==> config.mk <==
export PLATFORM = sky130hd
export DESIGN_NAME = stby_wake_ctrl
export DESIGN_NICKNAME = d
export VERILOG_FILES = /design/src/rtl/stby_pkg.sv /design/src/rtl/stby_src_qual.sv /design/src/rtl/stby_stab_cnt.sv /design/src/rtl/stby_wake_ctrl.sv
export SDC_FILE = /design/constraint.sdc
export NUM_CORES = 1
export LEC_CHECK = 0
export BUFFER_PORTS_ARGS = -buffer_cell sky130_fd_sc_hd__buf_2
export CORE_MARGIN = 5
export CORE_UTILIZATION = 25
export DETAILED_ROUTE_END_ITERATION = 10
export GPL_TIMING_DRIVEN = 0
export PLACE_DENSITY = 0.38
export SLEW_MARGIN = 0
export SYNTH_ARGS = -nofsm -noshare
export SYNTH_HDL_FRONTEND = slang
export SYNTH_SLANG_ARGS = --single-unit
==> constraint.sdc <==
create_clock -name clk -period 2.3 [get_ports clk]
set_input_delay 0.115 -clock clk [delete_from_list [all_inputs] [get_ports clk]]
set_output_delay 0.115 -clock clk [all_outputs]
set_load 0.02 [all_outputs]
==> src/rtl/stby_pkg.sv <==
package stby_pkg;
  typedef enum logic [1:0] {
    ST_RUN  = 2'd0,
    ST_STBY = 2'd1,
    ST_STAB = 2'd2
  } stby_state_e;

  // positions inside the one-hot cause vector
  localparam int IDX_RST  = 0;
  localparam int IDX_NMI  = 1;
  localparam int IDX_INT0 = 2;
endpackage

==> src/rtl/stby_src_qual.sv <==
module stby_src_qual
  import stby_pkg::*;
#(
  parameter int NUM_INT = 3,
  localparam int CAUSE_W = NUM_INT + 3
) (
  input  logic               nmi_in,
  input  logic [NUM_INT-1:0] int_in,
  input  logic [NUM_INT-1:0] int_en,
  input  logic               busreq,
  input  logic               brx_en,
  input  logic               mask_int0,
  output logic [CAUSE_W-1:0] sel,
  output logic               any
);
  logic [CAUSE_W-1:0] req;

  always_comb begin
    req = '0;
    req[IDX_NMI] = nmi_in;
    for (int i = 0; i < NUM_INT; i++) begin
      req[IDX_INT0+i] = int_in[i] & int_en[i] & ~((i == 0) & mask_int0);
    end
    req[CAUSE_W-1] = busreq & brx_en;
  end

  // lowest index wins: NMI, then lines in order, then bus request
  always_comb begin
    logic found;
    found = 1'b0;
    sel   = '0;
    for (int i = 1; i < CAUSE_W; i++) begin
      if (req[i] && !found) begin
        sel[i] = 1'b1;
        found  = 1'b1;
      end
    end
  end

  assign any = |req;
endmodule

==> src/rtl/stby_stab_cnt.sv <==
module stby_stab_cnt #(
  parameter int WIDTH = 17
) (
  input  logic clk,
  input  logic rst_n,
  input  logic clr,
  input  logic en,
  output logic done
);
  logic [WIDTH-1:0] cnt_q;

  always_ff @(posedge clk or negedge rst_n) begin
    if (!rst_n)   cnt_q <= '0;
    else if (clr) cnt_q <= '0;
    else if (en)  cnt_q <= cnt_q + 1'b1;
  end

  assign done = &cnt_q;
endmodule

==> src/rtl/stby_wake_ctrl.sv <==
module stby_wake_ctrl
  import stby_pkg::*;
#(
  parameter int STAB_BITS = 17,
  parameter int NUM_INT   = 3,
  localparam int CAUSE_W  = NUM_INT + 3
) (
  input  logic               clk,
  input  logic               rst_n,
  input  logic               enter_stby,
  input  logic               nmi_in,
  input  logic [NUM_INT-1:0] int_in,
  input  logic [NUM_INT-1:0] int_en,
  input  logic               gie,
  input  logic               brx_en,
  input  logic               busreq,
  output logic               clk_run,
  output logic [CAUSE_W-1:0] wake_cause,
  output logic               nmi_ack,
  output logic [NUM_INT-1:0] int_fwd,
  output logic               bus_released
);
  stby_state_e        state_q;
  logic [CAUSE_W-1:0] cause_q, sel_all, sel_alt, cause_nx;
  logic [NUM_INT-1:0] fwd_nx;
  logic               any_all, any_alt, cnt_done, cnt_clr, cnt_en;
  logic               int0_lost, cancel, rel_q;

  stby_src_qual #(.NUM_INT(NUM_INT)) u_qual_all (
    .nmi_in(nmi_in), .int_in(int_in), .int_en(int_en), .busreq(busreq),
    .brx_en(brx_en), .mask_int0(1'b0), .sel(sel_all), .any(any_all)
  );

  // same qualification with line 0 removed: the fallback when it drops
  stby_src_qual #(.NUM_INT(NUM_INT)) u_qual_alt (
    .nmi_in(nmi_in), .int_in(int_in), .int_en(int_en), .busreq(busreq),
    .brx_en(brx_en), .mask_int0(1'b1), .sel(sel_alt), .any(any_alt)
  );

  assign int0_lost = (state_q == ST_STAB) && cause_q[IDX_INT0] && !int_in[0];
  assign cancel    = int0_lost && !any_alt;
  assign cause_nx  = int0_lost ? sel_alt : cause_q;
  assign cnt_clr   = (state_q != ST_STAB) || cancel;
  assign cnt_en    = (state_q == ST_STAB);

  stby_stab_cnt #(.WIDTH(STAB_BITS)) u_cnt (
    .clk(clk), .rst_n(rst_n), .clr(cnt_clr), .en(cnt_en), .done(cnt_done)
  );

  for (genvar g = 0; g < NUM_INT; g++) begin : g_fwd
    assign fwd_nx[g] = cause_nx[IDX_INT0+g] & gie & int_en[g];
  end

  always_ff @(posedge clk or negedge rst_n) begin
    if (!rst_n) begin
      state_q <= ST_RUN;
      cause_q <= CAUSE_W'(1) << IDX_RST;
      nmi_ack <= 1'b0;
      int_fwd <= '0;
    end else begin
      nmi_ack <= 1'b0;
      int_fwd <= '0;
      unique case (state_q)
        ST_RUN: if (enter_stby) begin
          state_q <= ST_STBY;
          cause_q <= '0;
        end
        ST_STBY: if (any_all) begin
          state_q <= ST_STAB;
          cause_q <= sel_all;
        end
        ST_STAB: begin
          if (cancel) begin
            state_q <= ST_STBY;
            cause_q <= '0;
          end else begin
            cause_q <= cause_nx;
            if (cnt_done) begin
              state_q <= ST_RUN;
              nmi_ack <= cause_nx[IDX_NMI];
              int_fwd <= fwd_nx;
            end
          end
        end
        default: state_q <= ST_RUN;
      endcase
    end
  end

  // bus stays released after an exit for as long as the request holds
  always_ff @(posedge clk or negedge rst_n) begin
    if (!rst_n)                  rel_q <= 1'b1;
    else if (state_q == ST_RUN)  rel_q <= rel_q & busreq;
    else                         rel_q <= busreq;
  end

  assign clk_run      = (state_q == ST_RUN);
  assign wake_cause   = cause_q;
  assign bus_released = rel_q;
endmodule

==> results.txt <==
Worst-Skew Late Latency: 0.28 ns
Post-synth ARST share: 1.00
Slew headroom: 0.531
post-route cell area: 0.00197 mm^2
HPWL after detailed placement: 2.93 mm
clk sinks: 30
Max Slew Vio Count: 0
syn nets: 183
Worst Path Arrival: 2.30 ns
worst setup path start: u_cnt.cnt_q[2]$_DFFE_PN0P_
Worst Hold Depth: 2
final net count: 214
worst clock skew: 0.00444 ns
Worst EP required: 2.47 ns
Critical Path Source Type: flip-flop
crit path buf inv count: 0
fin crit share: 0.929
die extent in y: 91.2 um
cell count of the worst reg-to-reg path: 6
outcome: finished clean
#FFs+latches synth: 30
Remaining Overflow, GRT: 0
Max clock buf depth: 2
critical hold path startpoint: busreq
Cells after Synth: 164
ys flop type: dfrtp_1
Num CTS Buffers: 5
Max Clk Rate: 468 MHz
R2R setup slack: 0.16 ns
delay-heaviest family, CP: simple AND/OR/NAND/NOR gates
critical path, cell by cell: and4_1 -> nand3_1 -> nor4_2 -> ha_1 -> o21a_1 -> mux2_1
DR pass1 iterations: 4
Post-synth EDFFs: 0
gpl congestion: 0.776
hold endpoint: bus_released$_DFF_PN1_
leakage: 0.865 nW
R2R Path End: state_q[0]$_DFFE_PN0P_
setup TNS: 0 ns
Max-cap violations: 0
All-Layer GR Usage: 0.0987
fillers: 695
IO Count: 25
fin crit period: 2.14 ns
count of final hold-check violations: 0
die area: 0.00832 mm^2
setup bufs post-CTS: 0
CTS tree: done
slew of the pin with the lowest slew margin: 0.703 ns
Cell Pwr Density: 815 mW/mm^2
vias in the first global route: 1342
Hold Path Class: input pin to flip-flop
cell area after technology mapping: 0.00165 mm^2
n_diodes: 0
row count: 29
sequential area share after synthesis: 0.457
commonest non-fill, non-tap cell in the layout: dfrtp_1
Clock transition at path regs: 0.07 ns
ANT nets after route: 0
layout cells sized above 1: 0.250
Yosys cell types: 50
initial antenna violation count: 0
RSZ-0062 raised after global routing: false
most frequent cells in the layout: dfrtp_1 (28), buf_2 (26), nor2_1 (16)
largest net degree at the start of global routing: 31
critical path class: flip-flop to flip-flop
synth-to-layout area growth: 19.5%
Slowest-stage cell, CP: dfrtp_1
reg-to-reg critical path startpoint: u_cnt.cnt_q[2]$_DFFE_PN0P_
first-pass GRT wire length: 6.53 mm
CTS Root Cell: clkbuf_8
final wirelength: 3.95 mm
Setup Viol. Count Final: 0
Max IR drop VDD: 379 uV
Syn Area/Cell: 10.1 um^2
Critical Path Fanout Max: 6
Initial Util: 0.258
Setup crit end kind: flip-flop
total number of yosys warnings: 0
Via density: 4.97
Buffers on Ports: 23
wire per inst: 14.5 um
core area: 0.00639 mm^2
H-tree levels: 2
DRC: 0
max incr delay on CP: 0.43 ns
Post-DP Area: 0.00186 mm^2
initial DRC count: 55
Die Wd: 91.2 um
DR vias: 1356
state kept, by name, summed over array words and instances (netlist names):
register      cells
u_cnt.cnt_q      17
wake_cause        6
int_fwd           3
state_q           2
bus_released      1
nmi_ack           1
area by class of cell:
cell class              instances  area, um^2  share of cell area
multi-input cells             118         830               0.421
plain buffers                   6        37.5              0.0190
flip-flops and latches         30         753               0.382
inverters                      10        37.5              0.0190
well taps                      77        96.3              0.0489
clock inverters                 1        5.00             0.00254
repair buffers                 24         125              0.0635
clock buffers                   7        86.3              0.0438
through the flow:
| stage | instances | hold WS, ns | total power, mW | util | worst slack, ns |
|---|---|---|---|---|---|
| after floorplan | 164 | -0.181 | 1.01 | - | 0.488 |
| after global placement | 264 | 0.204 | 1.17 | 0.291 | 0.106 |
| after detailed placement | 264 | 0.218 | 1.17 | 0.291 | 0.0808 |
| after CTS | 273 | 0.0668 | 1.63 | 0.307 | 0.0817 |
| after global routing | 273 | 0.0779 | 1.71 | 0.309 | 0.0292 |
| final | 273 | 0.0679 | 1.61 | 0.309 | 0.164 |
how the worst max path moves through the flow:
stage | to | cells past startpoint
2_1_floorplan | state_q[0]$_DFFE_PN0P_ | 6
3_3_place_gp | state_q[1]$_DFFE_PN0P_ | 6
3_5_place_dp | state_q[0]$_DFFE_PN0P_ | 6
4_1_cts | state_q[0]$_DFFE_PN0P_ | 6
5_1_grt | state_q[0]$_DFFE_PN0P_ | 6
6_report | state_q[0]$_DFFE_PN0P_ | 6
synth_stat cells (all sizes together) (4+ instances only):
master	count	area [um^2]
a21oi	6	30.0
buf	5	33.8
dfrtp	28	701
ha	6	75.1
inv	10	37.5
nand2	12	45.0
nand3	7	35.0
nand4	7	43.8
nor2	16	60.1
nor4	4	25.0
o21ai	4	20.0
xnor2	5	43.8
xor2	6	52.6
power by group:
| group | switching [mW] | leakage, nW | internal, mW |
|---|---|---|---|
| Combinational | 0.335 | 0.408 | 0.209 |
| Sequential | 0.0442 | 0.408 | 0.576 |
| Clock | 0.201 | 0.0482 | 0.241 |
cell families (layout without fill, tap and decap cells):
group,after synthesis,count (layout),synth area share
AOI/OAI and AO/OA,30,30,0.146
xor gates and xnor gates,11,11,0.0584
adders and majority gates,6,6,0.0455
buffers and inverters,16,48,0.0455
DFF,30,30,0.457
muxes,5,5,0.0326
and+or+nand+nor,66,66,0.215
worst register-to-register path, delay by kind of cell, from the launching register on:
kind                       cells  cell delay [ns]
DFF                            1             0.43
AOI/OAI and AO/OA              1             0.20
muxes                          1             0.33
adders and majority gates      1             0.26
and+or+nand+nor                3             0.81
layer usage:
layer | vias up | GRT usage | part of all wire
met3 | 5 | 0.0264 | 0.048
met5 | - | 0 | 0
met4 | 0 | 0.0403 | 0.013
met1 | 665 | 0.134 | 0.49
met2 | 36 | 0.148 | 0.45
li1 | 650 | - | -
repair_timing:
item	in CTS	in global routing
gates resized for setup	0	2
endpoints found under the setup margin	0	4
endpoints found under the hold margin	28	0
hold buffers	1	0
Note: power is estimated with default switching activity, not from simulation.
